===== src/rtl/disp_refresh_pkg.sv =====
package disp_refresh_pkg;

  // Next pair index, wrapping after n-1.
  function automatic int unsigned next_pair(int unsigned idx, int unsigned n);
    if (idx + 1 >= n) return 0;
    return idx + 1;
  endfunction

  // Digit position lit for a pair index and half (is_b = 0 for slot A).
  function automatic int unsigned digit_pos(int unsigned idx, bit is_b);
    return 2 * idx + (is_b ? 1 : 0);
  endfunction

endpackage


===== src/rtl/refresh_timer.sv =====
module refresh_timer #(
  parameter int HALF_CYC = 8
) (
  input  logic clk,
  input  logic rst,
  output logic phase_a,
  output logic period_start,
  output logic half_first
);
  localparam int CNT_W = (HALF_CYC > 1) ? $clog2(HALF_CYC) : 1;
  localparam logic [CNT_W-1:0] LAST = CNT_W'(HALF_CYC - 1);

  logic [CNT_W-1:0] cnt;
  logic             half_end;

  assign half_end     = (cnt == LAST);
  assign period_start = half_end && !phase_a;
  assign half_first   = (cnt == '0);

  always_ff @(posedge clk) begin
    if (rst) begin
      cnt     <= '0;
      phase_a <= 1'b0;
    end else if (half_end) begin
      cnt     <= '0;
      phase_a <= ~phase_a;
    end else begin
      cnt <= cnt + 1'b1;
    end
  end


  period_phase_chk: assert property (@(posedge clk) disable iff (rst)
    period_start |=> phase_a);

endmodule


===== src/rtl/pair_seq.sv =====
module pair_seq
  import disp_refresh_pkg::*;
#(
  parameter int NUM_PAIRS = 4,
  parameter int IDX_W     = 2
) (
  input  logic             clk,
  input  logic             rst,
  input  logic             period_start,
  input  logic             irq_ack,
  output logic             irq,
  output logic [IDX_W-1:0] pair_idx,
  output logic             load_en
);
  logic started;
  logic still_pending;

  assign still_pending = irq && !irq_ack;
  assign load_en       = period_start && !still_pending;

  always_ff @(posedge clk) begin
    if (rst) begin
      irq      <= 1'b0;
      pair_idx <= '0;
      started  <= 1'b0;
    end else if (period_start) begin
      irq     <= 1'b1;
      started <= 1'b1;
      if (started)
        pair_idx <= IDX_W'(next_pair(32'(pair_idx), NUM_PAIRS));
    end else if (irq_ack) begin
      irq <= 1'b0;
    end
  end


  irq_hold_chk: assert property (@(posedge clk) disable iff (rst)
    (irq && !irq_ack) |=> irq);


  irq_clear_chk: assert property (@(posedge clk) disable iff (rst)
    (irq_ack && !period_start) |=> !irq);


  idx_step_chk: assert property (@(posedge clk) disable iff (rst)
    (!period_start) |=> $stable(pair_idx));


  idx_range_chk: assert property (@(posedge clk) disable iff (rst)
    32'(pair_idx) < NUM_PAIRS);

endmodule


===== src/rtl/seg_bank.sv =====
module seg_bank #(
  parameter int SEG_W = 16
) (
  input  logic             clk,
  input  logic             rst,
  input  logic             wr_en,
  input  logic             wr_sel,
  input  logic [SEG_W-1:0] wr_data,
  input  logic             load_en,
  input  logic             phase_a,
  input  logic             blank,
  output logic [SEG_W-1:0] seg_out
);
  logic [SEG_W-1:0] stage [2];
  logic [SEG_W-1:0] shown [2];

  for (genvar s = 0; s < 2; s++) begin : g_slot
    always_ff @(posedge clk) begin
      if (rst) begin
        stage[s] <= '0;
        shown[s] <= '0;
      end else begin
        if (wr_en && (wr_sel == 1'(s)))
          stage[s] <= wr_data;
        if (load_en)
          shown[s] <= stage[s];
      end
    end


    hold_chk: assert property (@(posedge clk) disable iff (rst)
      !load_en |=> $stable(shown[s]));
  end

  assign seg_out = blank ? '0 : (phase_a ? shown[0] : shown[1]);

endmodule


===== src/rtl/disp_refresh_ctrl.sv =====
module disp_refresh_ctrl
  import disp_refresh_pkg::*;
#(
  parameter int SEG_W     = 16,
  parameter int NUM_PAIRS = 4,
  parameter int HALF_CYC  = 8,
  parameter int IDX_W     = (NUM_PAIRS > 1) ? $clog2(NUM_PAIRS) : 1
) (
  input  logic                   clk,
  input  logic                   rst,
  input  logic                   wr_en,
  input  logic                   wr_sel,
  input  logic [SEG_W-1:0]       wr_data,
  input  logic                   irq_ack,
  output logic                   irq,
  output logic [IDX_W-1:0]       pair_idx,
  output logic [SEG_W-1:0]       seg_out,
  output logic [2*NUM_PAIRS-1:0] dig_sel
);
  localparam int SEL_W = 2 * NUM_PAIRS;
  localparam int POS_W = $clog2(SEL_W);

  logic             phase_a;
  logic             period_start;
  logic             half_first;
  logic             load_en;
  logic [POS_W-1:0] pos;

  refresh_timer #(.HALF_CYC(HALF_CYC)) i_timer (
    .clk(clk), .rst(rst), .phase_a(phase_a),
    .period_start(period_start), .half_first(half_first)
  );

  pair_seq #(.NUM_PAIRS(NUM_PAIRS), .IDX_W(IDX_W)) i_seq (
    .clk(clk), .rst(rst), .period_start(period_start), .irq_ack(irq_ack),
    .irq(irq), .pair_idx(pair_idx), .load_en(load_en)
  );

  seg_bank #(.SEG_W(SEG_W)) i_bank (
    .clk(clk), .rst(rst), .wr_en(wr_en), .wr_sel(wr_sel), .wr_data(wr_data),
    .load_en(load_en), .phase_a(phase_a), .blank(half_first),
    .seg_out(seg_out)
  );

  assign pos     = POS_W'(digit_pos(32'(pair_idx), !phase_a));
  assign dig_sel = SEL_W'(1) << pos;


  blank_switch_chk: assert property (@(posedge clk) disable iff (rst)
    !$stable(phase_a) |-> (seg_out == '0));


  sel_onehot_chk: assert property (@(posedge clk) disable iff (rst)
    $countones(dig_sel) == 1);

endmodule


===== config.mk =====
export PLATFORM = sky130hd
export DESIGN_NAME = disp_refresh_ctrl
export DESIGN_NICKNAME = d
export VERILOG_FILES = /design/src/rtl/disp_refresh_pkg.sv /design/src/rtl/refresh_timer.sv /design/src/rtl/pair_seq.sv /design/src/rtl/seg_bank.sv /design/src/rtl/disp_refresh_ctrl.sv
export SDC_FILE = /design/constraint.sdc
export NUM_CORES = 1
export LEC_CHECK = 0
export ABC_AREA = 1
export BUFFER_PORTS_ARGS = -buffer_cell sky130_fd_sc_hd__buf_2
export CORE_AREA = 4 4 81 83
export DETAILED_ROUTE_END_ITERATION = 12
export DIE_AREA = 0 0 85 87
export MAX_ROUTING_LAYER = met4
export PLACE_DENSITY = 0.74
export SLEW_MARGIN = 15
export SYNTH_ARGS = -nofsm -noshare
export SYNTH_HDL_FRONTEND = slang
export SYNTH_HIERARCHICAL = 1
export SYNTH_SLANG_ARGS = --single-unit

===== constraint.sdc =====
create_clock -name clk -period 2.3 [get_ports clk]
set_input_delay 0.345 -clock clk [delete_from_list [all_inputs] [get_ports clk]]
set_output_delay 0.345 -clock clk [all_outputs]
set_load 0.005 [all_outputs]

; Yosys cells after proc, flatten, opt, wreduce, memory -nomap -nowiden
; Memories as Yosys holds them, arrays and structs flattened.
; Index checks and enable logic that the tools add are counted.
[op_classes]
add_sub_neg = 3
order_cmp = 1
n_eq_ne = 1
n_shift = 1
muxes = 25
n_bitwise = 6
reduce_logical = 12
[ops]
columns = cell, count
row1 = $mux 16, 6
row2 = $mux 1, 18
row3 = $shl 1x3->8 const A, 1
row4 = $logic_and 1x1->1, 5
row5 = $or 1x1->1, 4
row6 = $add 2x1->3 const B, 1
row7 = $add 3x1->3, 1
row8 = $add 3x1->3 const B, 1
row9 = $eq 3x3->1 const B, 1
row10 = $ge 3x3->1 const B, 1
row11 = $logic_not 1->1, 3
row12 = $logic_not 3->1, 1
row13 = $mux 2, 1
row14 = $not 1->1, 2
row15 = $reduce_and 2->1, 1
row16 = $reduce_bool 2->1, 1
row17 = $reduce_or 2->1, 1
[word_totals]
register_bits = 8
ram_bits = 64
inputBits = 21
wordCells = 56
mem_count = 2
[mem_list]
columns = memory, words, word_bits, read_ports, rd_ports_with_merged_regs, write_ports, line_no
row1 = i_bank.shown, 2, 16, 2, 0, 2, seg_bank.sv:15  ; logic [SEG_W-1:0] shown [2];
row2 = i_bank.stage, 2, 16, 2, 0, 2, seg_bank.sv:14  ; logic [SEG_W-1:0] stage [2];

; Depth between registers and ports, before layout
; Gate-level depths: netlist of the first run.
[logic_depth]
ltp_word = 8
mapped_depth = 9

; Hierarchy
; The synthesis of the first run kept the hierarchy.
[modules_own_cells]
columns = mod, n_inst, cells_per_inst, area_per_inst_um2, seq_area_each_um2
row1 = seg_bank, 1, 275, 2772.7, 1921.8
row2 = refresh_timer, 1, 23, 191.4, 80.1
row3 = pair_seq, 1, 25, 172.7, 80.1
row4 = disp_refresh_ctrl, 1, 15, 56.3, 0.0

; Least setup slack after synthesis of the first run
; No wires, ideal clock.
[synth_timing]
path_kind = input port to flip-flop
start = input port wr_sel
end = memory i_bank.stage[1][0], enable pin
setup_time_ns = 0.411
arrival_ns = 1.598
required_time_ns = 1.889
slack_ns = 0.291
path_stages = 2
cell_sequence = inv_1 -> o21ai_0
[synth_lines]
columns = item, line_no
row1 = from (decl), disp_refresh_ctrl.sv:12  ; input logic wr_sel,
row2 = to (decl), seg_bank.sv:14

==> results of run 1 <==
-- per-stage QoR --
step	cell area (µm²)	hold WS [ns]	setup WS (ns)
after floorplan	3190	0.414	0.291
after global placement	3490	0.437	0.239
after detailed placement	3490	0.447	0.149
after CTS	3690	0.237	0.108
after global routing	3720	0.251	0.0659
final	3720	0.258	0.322
-- critical path: stages (launching register included) --
cell	delay (ns)
dfxtp_1	0.37
ha_1	0.19
ha_1	0.20
nand2_1	0.09
inv_1	0.10
inv_1	0.06
a21oi_1	0.18
or2_4	0.43
-- logic make-up (layout without fill, tap and decap cells) --
group,Yosys count,count (layout),share of synthesized area
buf+inv,93,150,0.117
compound gates,5,5,0.00784
fa+ha+maj,4,4,0.0157
simple gates,164,164,0.208
flops,72,72,0.652
-- registers in the layout (all words and copies together), names as in the netlist --
| register | count |
|---|---|
| i_timer/phase_a | 1 |
| i_bank/stage | 32 |
| i_timer/cnt | 3 |
| i_seq/pair_idx | 2 |
| i_seq/started | 1 |
| i_seq/irq | 1 |
| i_bank/shown | 32 |
-- routing by layer --
metal,track usage,vias to the layer above
li1,-,1109
met1,0.196,921
met2,0.252,61
met3,0.0492,7
met4,0.0820,0
met5,-,-
-- power by group through the flow --
stage / clock [µW] / combinational, µW / sequential, µW
after CTS: 1070 / 203 / 1520
final: 1050 / 215 / 1520
after global routing: 1140 / 246 / 1530
after detailed placement: 0 / 200 / 1550
after floorplan: 0 / 128 / 1540
after global placement: 0 / 193 / 1540
-- Yosys cell counts (all sizes together) --
cell type,instances,area [µm²]
ha,4,50.1
inv,84,315
o21ai,2,10.0
or2,2,15.0
edfxtp,64,1920
nor2,115,439
dfxtp,8,160
buf,9,57.6
a21oi,3,15.0
nand2,45,174
nand3,2,35.0
-- timing repair --
item | CTS | global route
buffers inserted | 0 | 1
hold buffers | 0 | 0
endpoints found under the setup margin | 0 | 48
resized for setup | 0 | 2
-- worst paths after layout --
path	start	end	slack (ns)	depth (start not counted)
min reg2reg	i_timer/cnt[0]$_SDFF_PP0_	i_timer/cnt[0]$_SDFF_PP0_	0.46	1
min	rst	i_seq/irq$_SDFFE_PP0P_	0.26	2
max reg2reg	i_timer/cnt[0]$_SDFF_PP0_	i_bank/shown[1][11]$_SDFFCE_PN0P_	0.32	7
max	i_timer/cnt[0]$_SDFF_PP0_	i_bank/shown[1][11]$_SDFFCE_PN0P_	0.32	7
-- cell type report --
cell class | count | area share
well taps | 75 | 0.0252
clock inverters | 6 | 0.0225
clock buffers | 9 | 0.0333
multi-input cells | 173 | 0.199
inverters | 84 | 0.0857
flip-flops and latches | 72 | 0.560
repair buffers | 51 | 0.0746
==> metrics.txt, run 1 <==
status completed; CTS H-tree depth 3; fmax between 500 and 600 MHz; Ports between 40 and 50; layout cells sized above 1 0.192; initial antenna violation count 0; Syn Area/Cell ~9.4 µm²; min cycle time layout 1.98 ns; Finished Layout Cells 470; Pint 2180 µW; syn nets 363; critical path class reg -> reg; nets between 400 and 500; GRT Total Usage 0.163; Initial Utilization 0.546; setup violators final 0; Clock Pin Slew Worst Setup and Hold Paths 0.07 ns; wire per inst 11.2 µm; Final Hold Vio Count 0; Initial DRC Count 113; MaxCap Viol Count 0; most frequent cells in the layout nor2_1, inv_1, edfxtp_1; overall power 2790 µW; Post-Syn Area 3190 µm²; Longest Clk Path Bufs 2; Layout Skew between 0.003 and 0.004 ns; Die X roughly 85 µm; Seq pwr share 0.545; routed wl met3 about 320 µm; sequential-to-total area share from yosys stat 0.652; Seq cells post-synth slightly above 70; max-slew violations 0; Die ar. 7400 µm²; Fill cells between 400 and 500; vias in the first global route 2011; placed cell count 454; via count between 2000 and 2500; multi-input logic area 741 µm²; met2 wire len 2560 µm; RSZ-0062 raised after global routing no; normalized max-slew margin 0.618; Syn. warnings 6; Synth cell types 16; Crit. End Element flop; post-route ant nets 0; crit-path max FO 32; Routability Congestion ~0.75; Gate power share 0.077; leakage power 0.00178 µW; switching pwr 606 µW; Via-to-Cell Ratio ~4.5; Hold WC Path Type in -> reg; DRC viols 0; switching fraction of total power 0.218; first-pass GRT wire length 8980 µm; ant diodes 0; Die Y approximately 87 µm; Final Util 0.636; total wire length 5260 µm; Area Growth Syn to Fin 16.5%; Clock power frac 0.378; largest net degree at the start of global routing 37; drt pass-1 iters 4; TNS Setup 0 ns; WP data arrival 1.97 ns; power density over the cells 749 nW/µm²; Sequential Area 2080 µm²; total global routing overflow 0; data required time of the worst path 2.30 ns; Worst setup SP type flop; highest metal used met4; total CTS buffers 9; M1 WL approximately 2300 µm; post-detail-place hpwl 3530 µm; Slew @ Worst Pin 0.570 ns; Mapped Cells between 300 and 400; CTS Root Cell clkbuf_8; CTS tree yes; share of the clock period used by the worst path 0.860; row cnt 28; Clock Latency Late Sink 0.34 ns; most common cell after layout, fill and taps aside nor2_1; total clock sinks 72; I/O Buffers 47; area of the core 5850 µm²; Peak supply drop 0.356 mV
(Power assumes the default switching activity.)
==> run 2, diff against run 1 <==
--- a/config.mk
+++ b/config.mk
@@ -7,11 +7,12 @@
 export LEC_CHECK = 0
 export ABC_AREA = 1
 export BUFFER_PORTS_ARGS = -buffer_cell sky130_fd_sc_hd__buf_2
-export CORE_AREA = 4 4 81 83
+export CORE_AREA = 5 5 86 88
+export CTS_CLUSTER_SIZE = 30
 export DETAILED_ROUTE_END_ITERATION = 12
-export DIE_AREA = 0 0 85 87
+export DIE_AREA = 0 0 91 93
 export MAX_ROUTING_LAYER = met4
-export PLACE_DENSITY = 0.74
+export PLACE_DENSITY = 0.68
 export SLEW_MARGIN = 15
 export SYNTH_ARGS = -nofsm -noshare
 export SYNTH_HDL_FRONTEND = slang
==> metrics.txt, run 2 (same netlist as run 1, synthesis figures left out) <==
status completed; M1 WL 2470 µm (+6.7%); Layout Skew 0.00758 ns (+0.00371 ns); total global routing overflow 0 (unchanged); leakage power 0.00175 µW (-1.9%); Die ar. 8460 µm² (+14%); met2 wire len 2280 µm (-11%); biggest registers after layout i_bank/shown x32, i_bank/stage x32, i_timer/cnt x3; I/O Buffers 47 (unchanged); row cnt 30 (+7.1%); total wire length 5140 µm (-2.4%); Pint 1950 µW (-11%); initial antenna violation count 0 (unchanged); TNS Setup 0 ns (unchanged); R2R Setup Slk 0.36 ns (+0.04 ns); MaxCap Viol Count 0 (unchanged); CP endpoint seg_out[4]; Via-to-Cell Ratio 4.33 (-3.1%); post-CTS sizing 0 (unchanged); Hold WC Path Type in -> reg; setup violators final 0 (unchanged); post-route ant nets 0 (unchanged); Setup WS pre-CTS 0.137 ns (-0.0121 ns); area of the core 6570 µm² (+12%); CTS Root Cell clkbuf_8; critical path class reg -> out; drt pass-1 iters 4 (unchanged); routed wl met3 277 µm (-15%); total CTS buffers 9 (unchanged); Worst R2R Path Depth 7 (unchanged); DRC viols 0 (unchanged); Seq pwr share 0.598 (+0.053); max-slew violations 0 (unchanged); wire per inst 10.8 µm (-3.2%); highest metal used met4; RSZ-0062 raised after global routing no; Final Hold Vio Count 0 (unchanged); overall power 2540 µW (-8.9%); Ports 48 (unchanged); CTS tree yes; CTS H-tree depth 3 (unchanged); share of the clock period used by the worst path 0.847 (-0.0132); Critical R2R Capture i_bank/shown[0][5]$_SDFFCE_PN0P_; most frequent cells in the layout nor2_1, inv_1, edfxtp_1; crit path from i_timer/cnt[0]$_SDFF_PP0_; total clock sinks 72 (unchanged); Crit. End Element output pin; setup bufs post-CTS 0 (unchanged); largest net degree at the start of global routing 37 (unchanged); DP Area 3490 µm² (+0.18%); Die X 91 µm (+7.1%); power density over the cells 693 nW/µm² (-7.4%); Initial DRC Count 86 (-24%); layout cells sized above 1 0.190 (-0.00205); data required time of the worst path 1.96 ns (-0.34 ns); nets 415 (-0.24%); min cycle time layout 1.95 ns (-0.0304 ns); switching fraction of total power 0.231 (+0.0137); WP data arrival 1.60 ns (-0.37 ns); switching pwr 587 µW (-3.2%); Longest Clk Path Bufs 2 (unchanged); ant diodes 0 (unchanged); via count 2051 (-2.2%); Area Growth Syn to Fin 14.6%; worst hold margin 0.277 ns (+0.0183 ns); vias in the first global route 2026 (+0.75%); Gate power share 0.077 (about the same); R2R Path Start i_timer/cnt[0]$_SDFF_PP0_; Initial Utilization 0.486 (-0.0597); normalized max-slew margin 0.632 (+0.0139); Final Worst Setup Slack 0.352 ns (+0.0304 ns); Clock Pin Slew Worst Setup and Hold Paths 0.07 ns (about the same); crit-path max FO 16 (-50%); first-pass GRT wire length 8990 µm (about the same); GRT Total Usage 0.136 (-0.0278); most common cell after layout, fill and taps aside nor2_1; Post-CTS Hold Fix Bufs 0 (unchanged); Worst setup SP type flop; Clock Latency Late Sink 0.34 ns (about the same); Slew @ Worst Pin 0.550 ns (-0.0207 ns); Design Area, Final 3660 µm² (-1.7%); Peak supply drop 0.280 mV (-21%); Routability Congestion 0.737 (-1.1%); fmax 513 MHz (+1.6%); Die Y 93 µm (+6.9%); Clock power frac 0.324 (-0.054); Fill cells 595 (+26%); post-detail-place hpwl 3640 µm (+2.9%)
## run 2: changes by cell type in the layout (fill, tap and decap cells not counted), sizes merged
cell and change:
buf -1, bufinv -2, clkbuf +1, clkinvlp +1
## run 2: layer usage
metal	global-route usage	up-vias
met3	0.0346	10
met4	0.0660	0
met5	-	-
li1	-	1106
met2	0.206	43
met1	0.170	892
## run 2: worst min path at each step
| stage | slack [ns] | cells past startpoint | from | to |
|---|---|---|---|---|
| final | 0.28 | 2 | rst | i_seq/started$_SDFFE_PP0P_ |
| after global routing | 0.29 | 2 | rst | i_timer/phase_a$_SDFFE_PP0N_ |
| after CTS | 0.25 | 2 | rst | i_seq/started$_SDFFE_PP0P_ |
| after detailed placement | 0.45 | 1 | i_timer/cnt[0]$_SDFF_PP0_ | i_timer/cnt[0]$_SDFF_PP0_ |
| after global placement | 0.44 | 1 | i_timer/cnt[0]$_SDFF_PP0_ | i_timer/cnt[0]$_SDFF_PP0_ |
| after floorplan | 0.41 | 1 | rst | i_seq/irq$_SDFFE_PP0P_ |
## run 2: worst max-delay path, cell delays in order, from the launching register on
cell and delay [ns]:
dfxtp_1 0.37, inv_1 0.06, ha_1 0.19, inv_1 0.05, nor2_1 0.04, inv_2 0.21
nand2_1 0.09, nor2_1 0.12, buf_2 0.14
## run 2: layout make-up
type	count	area, µm²	share of cell area
Clock buffer	10	128	0.0349
Clock inverter	5	35.0	0.00958
Inverter	84	315	0.0862
Multi-Input combinational cell	173	741	0.202
Sequential cell	72	2080	0.569
Tap cell	80	100	0.0274
Timing Repair Buffer	50	258	0.0705
## run 2: power by group through the flow
stage	Combinational, µW	Sequential (µW)	Clock [µW]
floorplan	128	1540	0
global placement	195	1540	0
detailed placement	199	1550	0
CTS	200	1520	852
global route	228	1520	908
finish	196	1520	823
## run 2: per-stage QoR
stage,std cells,util
floorplan,338,-
global placement,459,0.532
detailed placement,459,0.532
CTS,474,0.557
global route,474,0.557
finish,474,0.557
==> run 3, diff against run 2 <==
--- a/config.mk
+++ b/config.mk
@@ -5,14 +5,14 @@
 export SDC_FILE = /design/constraint.sdc
 export NUM_CORES = 1
 export LEC_CHECK = 0
-export ABC_AREA = 1
+export ABC_AREA = 0
 export BUFFER_PORTS_ARGS = -buffer_cell sky130_fd_sc_hd__buf_2
-export CORE_AREA = 5 5 86 88
+export CORE_AREA = 5 5 85 87
 export CTS_CLUSTER_SIZE = 30
 export DETAILED_ROUTE_END_ITERATION = 12
-export DIE_AREA = 0 0 91 93
+export DIE_AREA = 0 0 90 92
 export MAX_ROUTING_LAYER = met4
-export PLACE_DENSITY = 0.68
+export PLACE_DENSITY = 0.67
 export SLEW_MARGIN = 15
 export SYNTH_ARGS = -nofsm -noshare
 export SYNTH_HDL_FRONTEND = slang
==> constraint.sdc (replaced) <==
create_clock -name clk -period 1.9 [get_ports clk]
set_input_delay 0.285 -clock clk [delete_from_list [all_inputs] [get_ports clk]]
set_output_delay 0.285 -clock clk [all_outputs]
set_load 0.005 [all_outputs]
==> metrics.txt, run 3 <==
status completed; post-synthesis mux area share 0.0524 (+0.0524); vias in the first global route 1787 (-12%); drt pass-1 iters 4 (unchanged); Hold WC Path Type in -> reg; data required time of the worst path 1.62 ns (-0.34 ns); wire per inst 13.8 µm (+27%); Ports 48 (unchanged); power density over the cells 911 nW/µm² (+31%); CTS Root Cell clkbuf_8; initial antenna violation count 0 (unchanged); total CTS buffers 9 (unchanged); largest net degree at the start of global routing 33 (-11%); normalized max-slew margin 0.721 (+0.0885); Worst setup SP type flop; post-synthesis compound-gate area fraction 0.0172 (+0.00934); most frequent cells in the layout edfxtp_1, nor2_1, buf_2; Initial DRC Count 124 (+44%); GRT Total Usage 0.130 (-0.00543); leakage power 0.00144 µW (-17%); RSZ-0062 raised after global routing no; Crit. End Element output pin; total wire length 5130 µm (about the same); main combinational cell family by area after synthesis simple AND/OR/NAND/NOR gates; Area contributors post-synth edfxtp_1, and2_1, nor2_1, dfxtp_1, mux2i_1; Post-CTS Hold Fix Bufs 0 (unchanged); Synth cell types 30 (+14); Syn. warnings 6 (unchanged); first-pass GRT wire length 8210 µm (-8.7%); Via-to-Cell Ratio 4.81 (+11%); Initial Utilization 0.487 (+0.00125); overall power 3280 µW (+29%); syn nets 262 (-28%); Post-synth EDFFs 64 (unchanged); DRC viols 0 (unchanged); Area Growth Syn to Fin 17.7%; area of the core 6280 µm² (-4.4%); share of the clock period used by the worst path 0.942; layout cells sized above 1 0.268 (+0.0774); Async SR Flop Fraction 0 (unchanged); Die Y 92 µm (-1.1%); Post-synth top cells edfxtp_1, nor2_1, and2_1, mux2i_1, nand2_1; max-slew violations 0 (unchanged); sequential-to-total area share from yosys stat 0.681 (+0.0285); dominant cell type by area after synthesis edfxtp_1; count leader, synth edfxtp_1; MaxCap Viol Count 0 (unchanged); CTS H-tree depth 3 (unchanged); Peak supply drop 0.448 mV (+60%); Seq cells post-synth 72 (unchanged); TNS Setup 0 ns (unchanged); nets 315 (-24%); ant diodes 0 (unchanged); crit-path max FO 16 (unchanged); Die ar. 8280 µm² (-2.2%); Final Hold Vio Count 0 (unchanged); row cnt 29 (-3.3%); Post-synth top flop edfxtp_1; via count 1789 (-13%); biggest registers after layout i_bank/shown x32, i_bank/stage x32, i_timer/cnt x3; CTS tree yes; simple-gate area share of the yosys netlist 0.198 (-0.00932); fmax 559 MHz; Synth Area in XOR/XNOR 0.00286 (+0.00286); area share of the largest cell type after synthesis 0.628 (+0.0263); post-detail-place hpwl 3190 µm (-12%); setup bufs post-CTS 0 (unchanged); Slew @ Worst Pin 0.419 ns (-0.131 ns); Post-Syn Area 3060 µm² (-4.2%); Layout Skew 0.00742 ns (-0.000163 ns); setup violators final 0 (unchanged); Routability Congestion 0.742 (+0.65%); Die X 90 µm (-1.1%); Longest Clk Path Bufs 2 (unchanged); post-route ant nets 0 (unchanged); total global routing overflow 0 (unchanged); WP data arrival 1.51 ns (-0.09 ns); min cycle time layout 1.79 ns; Clock Latency Late Sink 0.33 ns (about the same); Adder-Cell Fraction of Synth Area 0.0164 (+0.000686); most common cell after layout, fill and taps aside edfxtp_1; Clock Pin Slew Worst Setup and Hold Paths 0.07 ns (about the same); Syn Area/Cell 12.9 µm² (+37%); I/O Buffers 47 (unchanged); total clock sinks 72 (unchanged); critical path class reg -> out; Mapped Cells 237 (-30%)
## run 3: cell count changes after synthesis, sizes merged, moves of 3 or more
cell and change:
and3b +3, nand2 -29, mux2i +16, inv -80, nor2b +3, clkbuf +4, and2 +33, nor3b +5
nor2 -64
## run 3: through the flow
step                      instances  hold slack, ns  instance area (µm²)  setup slack [ns]  utilization
final                           372           0.242                 3600             0.110        0.573
after global routing            372           0.244                 3600           0.00299        0.573
after CTS                       370           0.225                 3570            0.0260        0.569
after detailed placement        354           0.455                 3350            -0.164        0.534
after global placement          354           0.435                 3350           -0.0778        0.534
after floorplan                 237           0.354                 3060            0.0252            -
## run 3: what timing repair did
item	CTS	global route
resized for setup	1	4
setup endpoints to repair	32	64
hold endpoints to repair	0	0
cloned	0	2
## run 3: power breakdown
part           switching [µW]  leakage, µW  total [µW]  internal (µW)
combinational             124     0.000624         198           73.6
sequential               19.5     0.000721        1830           1810
clock                     519    0.0000999        1250            732
total                     663      0.00144        3280           2620
## run 3: worst paths after layout
check | start | end | slack [ns] | cells past startpoint
hold reg to reg | i_timer/cnt[0]$_SDFF_PP0_ | i_timer/cnt[0]$_SDFF_PP0_ | 0.46 | 1
setup / recovery | i_timer/cnt[0]$_SDFF_PP0_ | seg_out[14] | 0.11 | 6
setup reg to reg | i_timer/cnt[0]$_SDFF_PP0_ | i_bank/shown[0][15]$_SDFFCE_PN0P_ | 0.20 | 6
hold / removal | irq_ack | i_seq/irq$_SDFFE_PP0P_ | 0.24 | 3
## run 3: metal layers
metal / wire length [µm] / vias up / track usage
met2: 2650 / 48 / 0.224
li1: - / 913 / -
met4: 86 / 0 / 0.0658
met1: 2190 / 822 / 0.137
met5: 0 / - / -
met3: 204 / 6 / 0.0360
## run 3: worst max-delay path, cell delays in order, from the launching register on
cell     delay, ns
dfxtp_1       0.36
inv_1         0.06
ha_1          0.18
nor2b_1       0.12
buf_4         0.19
nor2_2        0.14
buf_2         0.12
## run 3: area by class of cell
type	count	area, µm²
multi-input combinational	150	911
timing repair buffer	53	284
fill	520	2680
clock buffer	10	128
inverter	4	15.0
sequential	72	2080
tap	77	96.3
clock inverter	6	83.8
## run 3: kinds of logic (layout without fill, tap and decap cells)
group	Yosys count	in the layout
xor gates and xnor gates	1	1
AOI/OAI and AO/OA	7	7
muxes	16	16
DFF	72	72
and+or+nand+nor	120	122
adders and majority gates	4	4
buffers and inverters	17	73
